$ cat config.mk
export PLATFORM = sky130hd
export DESIGN_NAME = flash_cmd_seq
export DESIGN_NICKNAME = d
export VERILOG_FILES = /design/src/rtl/fcs_pkg.sv /design/src/rtl/fcs_datapath.sv /design/src/rtl/fcs_ctrl.sv /design/src/rtl/flash_cmd_seq.sv
export SDC_FILE = /design/constraint.sdc
export NUM_CORES = 1
export LEC_CHECK = 0
export BUFFER_PORTS_ARGS = -buffer_cell sky130_fd_sc_hd__clkbuf_2
export CORE_ASPECT_RATIO = 0.9
export CORE_MARGIN = 4
export CORE_UTILIZATION = 50
export DETAILED_ROUTE_END_ITERATION = 6
export PLACE_DENSITY = 0.73
export RECOVER_POWER = 100
export REMOVE_ABC_BUFFERS = 1
export SLEW_MARGIN = 20
export SYNTH_ARGS = -nofsm -noshare
export SYNTH_HDL_FRONTEND = slang
export SYNTH_HIERARCHICAL = 1
export SYNTH_SLANG_ARGS = --single-unit
$ cat constraint.sdc
create_clock -name clk -period 4.15 [get_ports clk]
set_input_delay 0.2075 -clock clk [delete_from_list [all_inputs] [get_ports clk]]
set_output_delay 0.2075 -clock clk [all_outputs]
set_load 0.02 [all_outputs]
$ cat src/rtl/fcs_pkg.sv
package fcs_pkg;
  localparam logic [7:0] CMD_BLANK = 8'h05;
  localparam logic [7:0] CMD_BYTE  = 8'h20;
  localparam logic [7:0] CMD_BURST = 8'h25;
  localparam logic [7:0] CMD_PAGE  = 8'h40;
  localparam logic [7:0] CMD_MASS  = 8'h41;

  typedef enum logic [1:0] {SEQ_EMPTY, SEQ_ADDR, SEQ_CMD, SEQ_QUEUED} seqState_t;

  // Control-to-datapath strobes
  typedef struct packed {
    logic latchAddr;
    logic latchCmd;
    logic start;
    logic shortDur;
  } dpStrobe_t;

  function automatic logic isKnownCmd(input logic [7:0] c);
    return (c == CMD_BLANK) || (c == CMD_BYTE) || (c == CMD_BURST) ||
           (c == CMD_PAGE) || (c == CMD_MASS);
  endfunction
endpackage

$ cat src/rtl/fcs_datapath.sv
module fcs_datapath
  import fcs_pkg::*;
#(
  parameter int ADDR_W       = 16,
  parameter int DATA_W       = 8,
  parameter int DIV_W        = 6,
  parameter int PAGE_BITS    = 9,
  parameter int PGM_TICKS    = 9,
  parameter int BURST_TICKS  = 4,
  parameter int PERASE_TICKS = 4000,
  parameter int MERASE_TICKS = 20000,
  parameter int BLANK_TICKS  = 5
) (
  input  logic              clk,
  input  logic              rstN,
  input  dpStrobe_t         strb,
  input  logic              running,
  input  logic              divWr,
  input  logic [DIV_W-1:0]  divVal,
  input  logic [ADDR_W-1:0] hostAddr,
  input  logic [DATA_W-1:0] hostData,
  input  logic [7:0]        hostCmd,
  output logic              divReady,
  output logic              expire,
  output logic [7:0]        curCmd,
  output logic              pgmStb,
  output logic              eraseStb,
  output logic              massSel,
  output logic              blankRd,
  output logic [ADDR_W-1:0] arrAddrOut,
  output logic [DATA_W-1:0] arrDataOut
);
  localparam int MAX_A = (PGM_TICKS > BURST_TICKS) ? PGM_TICKS : BURST_TICKS;
  localparam int MAX_B = (PERASE_TICKS > MERASE_TICKS) ? PERASE_TICKS : MERASE_TICKS;
  localparam int MAX_C = (MAX_A > MAX_B) ? MAX_A : MAX_B;
  localparam int MAX_T = (MAX_C > BLANK_TICKS) ? MAX_C : BLANK_TICKS;
  localparam int CNT_W = $clog2(MAX_T + 1);
  localparam logic [ADDR_W-1:0] PAGE_MASK = {ADDR_W{1'b1}} << PAGE_BITS;

  logic [DIV_W-1:0]  divReg;
  logic [DIV_W-1:0]  pre;
  logic [CNT_W-1:0]  cnt;
  logic [CNT_W-1:0]  durSel;
  logic [ADDR_W-1:0] pendAddr, curAddr;
  logic [DATA_W-1:0] pendData, curData;
  logic [7:0]        pendCmd;
  logic              tick;

  always_ff @(posedge clk) begin
    if (!rstN) begin
      divReg   <= '0;
      divReady <= 1'b0;
    end else if (divWr) begin
      divReg   <= divVal;
      divReady <= 1'b1;
    end
  end

  // Host-side capture slot
  always_ff @(posedge clk) begin
    if (!rstN) begin
      pendAddr <= '0;
      pendData <= '0;
      pendCmd  <= '0;
    end else begin
      if (strb.latchAddr) begin
        pendAddr <= hostAddr;
        pendData <= hostData;
      end
      if (strb.latchCmd) pendCmd <= hostCmd;
    end
  end

  // Active slot, loaded at start
  always_ff @(posedge clk) begin
    if (!rstN) begin
      curAddr <= '0;
      curData <= '0;
      curCmd  <= '0;
    end else if (strb.start) begin
      curAddr <= pendAddr;
      curData <= pendData;
      curCmd  <= pendCmd;
    end
  end

  always_comb begin
    if (strb.shortDur) durSel = CNT_W'(BURST_TICKS);
    else begin
      case (pendCmd)
        CMD_BLANK: durSel = CNT_W'(BLANK_TICKS);
        CMD_PAGE:  durSel = CNT_W'(PERASE_TICKS);
        CMD_MASS:  durSel = CNT_W'(MERASE_TICKS);
        default:   durSel = CNT_W'(PGM_TICKS);
      endcase
    end
  end

  // Tick prescaler, restarted with each command
  always_ff @(posedge clk) begin
    if (!rstN) pre <= '0;
    else if (strb.start || !running || pre == divReg) pre <= '0;
    else pre <= pre + 1'b1;
  end

  assign tick   = running && (pre == divReg);
  assign expire = tick && (cnt == CNT_W'(1));

  always_ff @(posedge clk) begin
    if (!rstN) cnt <= '0;
    else if (strb.start) cnt <= durSel;
    else if (tick) cnt <= cnt - 1'b1;
  end

  assign pgmStb     = running && ((curCmd == CMD_BYTE) || (curCmd == CMD_BURST));
  assign eraseStb   = running && ((curCmd == CMD_PAGE) || (curCmd == CMD_MASS));
  assign massSel    = running && (curCmd == CMD_MASS);
  assign blankRd    = running && (curCmd == CMD_BLANK);
  assign arrAddrOut = (curCmd == CMD_PAGE) ? (curAddr & PAGE_MASK) : curAddr;
  assign arrDataOut = curData;

  a_r4_count_live: assert property (@(posedge clk) disable iff (!rstN)
    running |-> (cnt != '0));
  a_r4_count_hold: assert property (@(posedge clk) disable iff (!rstN)
    (running && !tick && !strb.start) |=> $stable(cnt));
  a_r12_short_only_chained: assert property (@(posedge clk) disable iff (!rstN)
    (strb.start && strb.shortDur) |-> running);
endmodule

$ cat src/rtl/fcs_ctrl.sv
module fcs_ctrl
  import fcs_pkg::*;
(
  input  logic       clk,
  input  logic       rstN,
  input  logic       hostArrWr,
  input  logic       hostCmdWr,
  input  logic [7:0] hostCmd,
  input  logic       hostFlagWr,
  input  logic       flagVal,
  input  logic       errClr,
  input  logic       arrBlank,
  input  logic       divReady,
  input  logic       expire,
  input  logic [7:0] curCmd,
  output dpStrobe_t  strb,
  output logic       busy,
  output logic       done,
  output logic       accErr,
  output logic       blankErr,
  output logic       bufEmpty
);
  seqState_t seq, seqNext;
  logic setAcc, canTake, errAny, launchOk, finish, chain, endNow;

  assign canTake  = !busy || (curCmd == CMD_BURST);
  assign errAny   = accErr || blankErr;
  assign launchOk = hostFlagWr && flagVal && (seq == SEQ_CMD) && divReady;
  assign finish   = busy && expire;
  assign chain    = finish && ((seq == SEQ_QUEUED) || launchOk);
  assign endNow   = finish && !chain;
  assign bufEmpty = canTake && (seq != SEQ_QUEUED);

  always_comb begin
    seqNext = seq;
    setAcc  = 1'b0;
    strb    = '0;
    if (hostArrWr) begin
      if (seq == SEQ_QUEUED) setAcc = 1'b1;
      else if (errAny) seqNext = seq;
      else if (!canTake || seq != SEQ_EMPTY) begin
        setAcc  = 1'b1;
        seqNext = SEQ_EMPTY;
      end else begin
        strb.latchAddr = 1'b1;
        seqNext = SEQ_ADDR;
      end
    end
    if (hostCmdWr) begin
      if (seq == SEQ_QUEUED) setAcc = 1'b1;
      else if (seq == SEQ_ADDR && isKnownCmd(hostCmd) && (!busy || hostCmd == CMD_BURST)) begin
        strb.latchCmd = 1'b1;
        seqNext = SEQ_CMD;
      end else begin
        setAcc  = 1'b1;
        seqNext = SEQ_EMPTY;
      end
    end
    if (hostFlagWr) begin
      if (!flagVal) begin
        if (seq == SEQ_ADDR || seq == SEQ_CMD) seqNext = SEQ_EMPTY;
      end else if (launchOk) begin
        seqNext = busy ? SEQ_QUEUED : SEQ_EMPTY;
      end else begin
        setAcc = 1'b1;
        if (seq != SEQ_QUEUED) seqNext = SEQ_EMPTY;
      end
    end
    if (!busy && launchOk) strb.start = 1'b1;
    if (chain) begin
      strb.start    = 1'b1;
      strb.shortDur = 1'b1;
      seqNext       = SEQ_EMPTY;
    end
  end

  always_ff @(posedge clk) begin
    if (!rstN) begin
      seq      <= SEQ_EMPTY;
      busy     <= 1'b0;
      done     <= 1'b0;
      accErr   <= 1'b0;
      blankErr <= 1'b0;
    end else begin
      seq <= seqNext;
      if (strb.start) busy <= 1'b1;
      else if (finish) busy <= 1'b0;
      if (strb.start) done <= 1'b0;
      else if (endNow) done <= 1'b1;
      if (setAcc) accErr <= 1'b1;
      else if (errClr) accErr <= 1'b0;
      if (endNow && curCmd == CMD_BLANK && !arrBlank) blankErr <= 1'b1;
      else if (errClr) blankErr <= 1'b0;
    end
  end

  a_r5_busy_not_done: assert property (@(posedge clk) disable iff (!rstN)
    busy |-> !done);
  a_r4_done_at_end: assert property (@(posedge clk) disable iff (!rstN)
    $fell(busy) |-> done);
  a_r6_abort_stays_idle: assert property (@(posedge clk) disable iff (!rstN)
    (hostFlagWr && !flagVal && !busy) |=> !busy);
  a_r3_run_needs_divider: assert property (@(posedge clk) disable iff (!rstN)
    $rose(busy) |-> divReady);
endmodule

$ cat src/rtl/flash_cmd_seq.sv
module flash_cmd_seq
  import fcs_pkg::*;
#(
  parameter int ADDR_W       = 16,
  parameter int DATA_W       = 8,
  parameter int DIV_W        = 6,
  parameter int PAGE_BITS    = 9,
  parameter int PGM_TICKS    = 9,
  parameter int BURST_TICKS  = 4,
  parameter int PERASE_TICKS = 4000,
  parameter int MERASE_TICKS = 20000,
  parameter int BLANK_TICKS  = 5
) (
  input  logic              clk,
  input  logic              rstN,
  input  logic              divWr,
  input  logic [DIV_W-1:0]  divVal,
  input  logic              hostArrWr,
  input  logic [ADDR_W-1:0] hostAddr,
  input  logic [DATA_W-1:0] hostData,
  input  logic              hostCmdWr,
  input  logic [7:0]        hostCmd,
  input  logic              hostFlagWr,
  input  logic              flagVal,
  input  logic              errClr,
  input  logic              arrBlank,
  output logic              busy,
  output logic              done,
  output logic              bufEmpty,
  output logic              accErr,
  output logic              blankErr,
  output logic              pgmStb,
  output logic              eraseStb,
  output logic              massSel,
  output logic              blankRd,
  output logic [ADDR_W-1:0] arrAddrOut,
  output logic [DATA_W-1:0] arrDataOut
);
  dpStrobe_t  strb;
  logic       divReady, expire;
  logic [7:0] curCmd;

  fcs_ctrl u_ctrl (
    .clk(clk), .rstN(rstN), .hostArrWr(hostArrWr), .hostCmdWr(hostCmdWr),
    .hostCmd(hostCmd), .hostFlagWr(hostFlagWr), .flagVal(flagVal), .errClr(errClr),
    .arrBlank(arrBlank), .divReady(divReady), .expire(expire), .curCmd(curCmd),
    .strb(strb), .busy(busy), .done(done), .accErr(accErr), .blankErr(blankErr),
    .bufEmpty(bufEmpty)
  );

  fcs_datapath #(
    .ADDR_W(ADDR_W), .DATA_W(DATA_W), .DIV_W(DIV_W), .PAGE_BITS(PAGE_BITS),
    .PGM_TICKS(PGM_TICKS), .BURST_TICKS(BURST_TICKS), .PERASE_TICKS(PERASE_TICKS),
    .MERASE_TICKS(MERASE_TICKS), .BLANK_TICKS(BLANK_TICKS)
  ) u_dp (
    .clk(clk), .rstN(rstN), .strb(strb), .running(busy), .divWr(divWr),
    .divVal(divVal), .hostAddr(hostAddr), .hostData(hostData), .hostCmd(hostCmd),
    .divReady(divReady), .expire(expire), .curCmd(curCmd), .pgmStb(pgmStb),
    .eraseStb(eraseStb), .massSel(massSel), .blankRd(blankRd),
    .arrAddrOut(arrAddrOut), .arrDataOut(arrDataOut)
  );
endmodule

==> summary.txt <==
Run status
  • Status: complete, but fails checks
  • Failing checks: capacitance limit, slew limit

Synth
  • Seq cells post-synth: 98
  • Post-synth EDFFs: 0
  • Synth Flop Type: dfxtp_1
  • Area of the mapped netlist: 0.00441 mm²
  • Mapped Avg Cell Area: 9.36 µm²
  • Sequential-to-total area share from yosys stat: 44.5%
  • Distinct cell type count after synthesis: 58
  • Cell count after synthesis: 471
  • Warnings, synthesis: 6
  • Ys async rst share: 0%
  • Post-synth top area cell: dfxtp_1
  • Top cell type's share of synthesized area: 44.5%
  • Area contributors post-synth: dfxtp_1 45%, mux2i_1 16%, nor2_1 8.2%

Critical path
  • CP Max Fanout: 16
  • Req. time, crit path: 4.45 ns
  • Critical Path Source: u_ctrl/busy
  • Crit path capture: u_dp/cnt[9]
  • Levels on crit path: 11
  • Cell class contributing the biggest share of worst-path delay: simple AND/OR/NAND/NOR gates
  • Buf/Inv on CP: 1
  • Critical Path, Cell by Cell: nand3_1 > nor4_1 > and3_1 > nand2_1 > o21bai_1 > o21ai_4 > inv_1 > nor2_1 > and3_1 > o21a_1 > o221a_2
  • CP most frequent cell: and3_1
  • Worst Path Arrival: 3.65 ns
  • Startpoint types: flip-flop
  • Kind of critical path: reg2reg
  • Setup crit end kind: flip-flop
  • Reg-to-reg slack, setup: 0.80 ns
  • Worst Reg-to-Reg Cells: 11
  • Slowest cell on the critical path: dfxtp_1
  • Critical R2R Launch: u_ctrl/busy
  • Max incr delay on CP: 0.73 ns
  • R2r endpoint: u_dp/cnt[9]

Final layout
  • Final Core Density: 58.7%
  • Final Net Count: 588
  • Layout fillers: 799
  • Ant diodes: 0
  • Post-route cell area: 0.00503 mm²
  • Share of cells above drive strength 1: 14.7%
  • Layout Cells excl Fill: 658
  • P&R area growth vs syn: 14.1%

Timing
  • Clk_skew: 0.0133 ns
  • Worst Tran Pin Value: 1.82 ns
  • Max frequency: 298 MHz
  • Final count of pins violating max slew: 25
  • Minimum clock period after layout: 3.35 ns
  • Min Hold Slack: 0.0780 ns
  • RSZ-0062 raised after global routing: false
  • Final setup violation count: 0
  • Final worst-path cycle share: 80.8%
  • Slew headroom: -21.5%
  • Final Hold Vio Count: 0

Drt
  • First-pass DRT Iterations: 4
  • Post-route ant nets: 0
  • Via count: 3528
  • Total Routed Length: 9730 µm
  • # DRC: 0
  • Wire per inst: 14.8 µm
  • 1st-iter DRT viols: 218
  • Via density: 5.36

Global route
  • GRT Total Usage: 19.2%
  • Largest net degree at the start of global routing: 67
  • Initial antenna violation count: 0
  • Vias in the first global route: 3528
  • Total gr overflow: 0
  • Global-route wire length before repair: 16400 µm

Floorplan
  • Core Area: 0.00857 mm²
  • Die Wd: 107 µm
  • Row count: 32
  • Chip Height: 97.1 µm
  • Initial Util: 51.4%
  • I/O pin cnt: 80
  • Area of the die: 0.0104 mm²

Hold path
  • HP Class: in2reg
  • Hold Path Origin: hostData[7]

Flow run
  • Maxcap violations: 1

Clock tree
  • CTS Buf Count: 9
  • Post-CTS Resized: 0
  • Clock slew at reported path FFs: 0.10 ns
  • TritonCTS clock tree: done
  • Hold-fix buffers at CTS: 0
  • Post-CTS Setup Repair Bufs: 0
  • Root buffer cell: clkbuf_8
  • Clock Sinks: 98
  • Clock Tree Buf Depth: 2
  • Clk Latency, worst-skew pair: 0.36 ns
  • CTS H-tree lvls: 3

Power
  • Pleak: 1.96 nW
  • P per Cell Area: 354 mW/mm²
  • Maximum vdd drop: 0.233 mV
  • Power, Total: 1.78 mW

Placed design
  • Dpl cell area: 0.00485 mm²
  • DPL Wire Length: 6920 µm
  • DP Cell Count: 642
  • GPL Wtd Cong: 0.842
  • IO buf count: 79
## per-layer routing
| metal | share of wire [%] | track usage (%) |
|---|---|---|
| met1 | 47 | 26.1 |
| met2 | 45 | 29.4 |
| met3 | 7.4 | 5.85 |
| met4 | 0.84 | 5.70 |
| met5 | 0 | 0 |
## synth_stat cells (2+ instances only)
cell type,number
o221ai_1,2
nor2b_1,14
and3_1,2
o21a_1,7
nor3_1,9
nand4b_1,2
inv_1,13
nand2_1,18
clkbuf_1,20
nand3_1,6
or4_1,5
o21bai_1,2
dfxtp_1,98
o22ai_1,2
nor3b_1,2
o21ai_0,6
nor2_1,96
buf_4,8
or4_4,2
o211a_1,2
nor4_1,9
xnor2_1,17
and2_1,2
o221a_2,3
ha_1,7
nand3b_1,3
mux2i_1,71
a21oi_1,4
a31oi_1,6
xor2_1,3
buf_2,2
a211oi_1,2
## worst register-to-register path: cells and delay by family, from the launching register on
| family | cells | cell delay (ns) |
|---|---|---|
| buffers and inverters | 1 | 0.12 |
| DFF | 1 | 0.73 |
| and+or+nand+nor | 6 | 1.71 |
| AOI/OAI and AO/OA | 4 | 0.73 |
## per-stage QoR
stage               setup slack (ns)  TNS [ns]
global placement                1.10         0
global route                   0.511         0
finish                         0.796         0
detailed placement             0.893         0
floorplan                      -1.98    -65.01
CTS                            0.838         0
## state kept, by name, indices dropped and copies added, names as in the netlist, 2 cells and up
signal and cells:
u_dp/pendCmd 8, u_dp/pendData 8, u_dp/arrDataOut 8, u_dp/cnt 15, u_dp/curCmd 8, u_ctrl/seq 2
u_dp/pre 6, u_dp/divReg 6, u_dp/pendAddr 16, u_dp/curAddr 16
## area by class of cell
type                            instances  area, µm²  area share (%)
Clock buffer                           10        138            2.74
Clock inverter                          6       95.1            1.89
Inverter                               14       52.6            1.04
Multi-Input combinational cell        328       2250            44.8
Sequential cell                        98       1960            39.0
Tap cell                              119        149            2.96
Timing Repair Buffer                   83        382            7.59
## kinds of logic (layout without fill, tap and decap cells)
logic type               Yosys count  count (layout)  synth area share (%)
AO/OA/AOI/OAI                     47              47                  7.92
XOR/XNOR                          20              20                  3.98
adder cells (fa/ha/maj)            7               7                  1.99
buffers and inverters             45             113                  4.57
flip-flops                        98              98                  44.5
multiplexers                      72              72                  16.4
AND/OR/NAND/NOR                  182             182                  20.6
## worst min-delay path by stage
stage / slack (ns) / cells after the start / end
after detailed placement: 0.45 / 3 / u_dp/pendData[5]
after CTS: 0.06 / 3 / u_dp/pendData[7]
final: 0.08 / 3 / u_dp/pendData[7]
after global routing: 0.08 / 3 / u_dp/pendAddr[12]
after global placement: 0.44 / 3 / u_dp/pendAddr[2]
after floorplan: 0.33 / 1 / u_ctrl/blankErr
## report_power, final
part	leakage (nW)	total (mW)	internal (mW)	switching, mW
Combinational	1.04	0.114	0.0522	0.0618
Clock	0.117	0.696	0.363	0.333
Sequential	0.794	0.972	0.960	0.0121
## placed cells by master, fill, tap and decap left out, drive strengths merged, types with 3 or more instances in the layout
cell,count
dfxtp,98
nor2,96
clkbuf,90
mux2i,71
nand2,18
xnor2,17
inv,16
nor2b,14
nor4,10
nor3,9
o21a,7
ha,7
or4,7
o21ai,7
nand3,6
a31oi,6
a21oi,5
nand3b,3
xor2,3
o221a,3
buf,3
No activity file was read; power rests on OpenSTA's default activity.
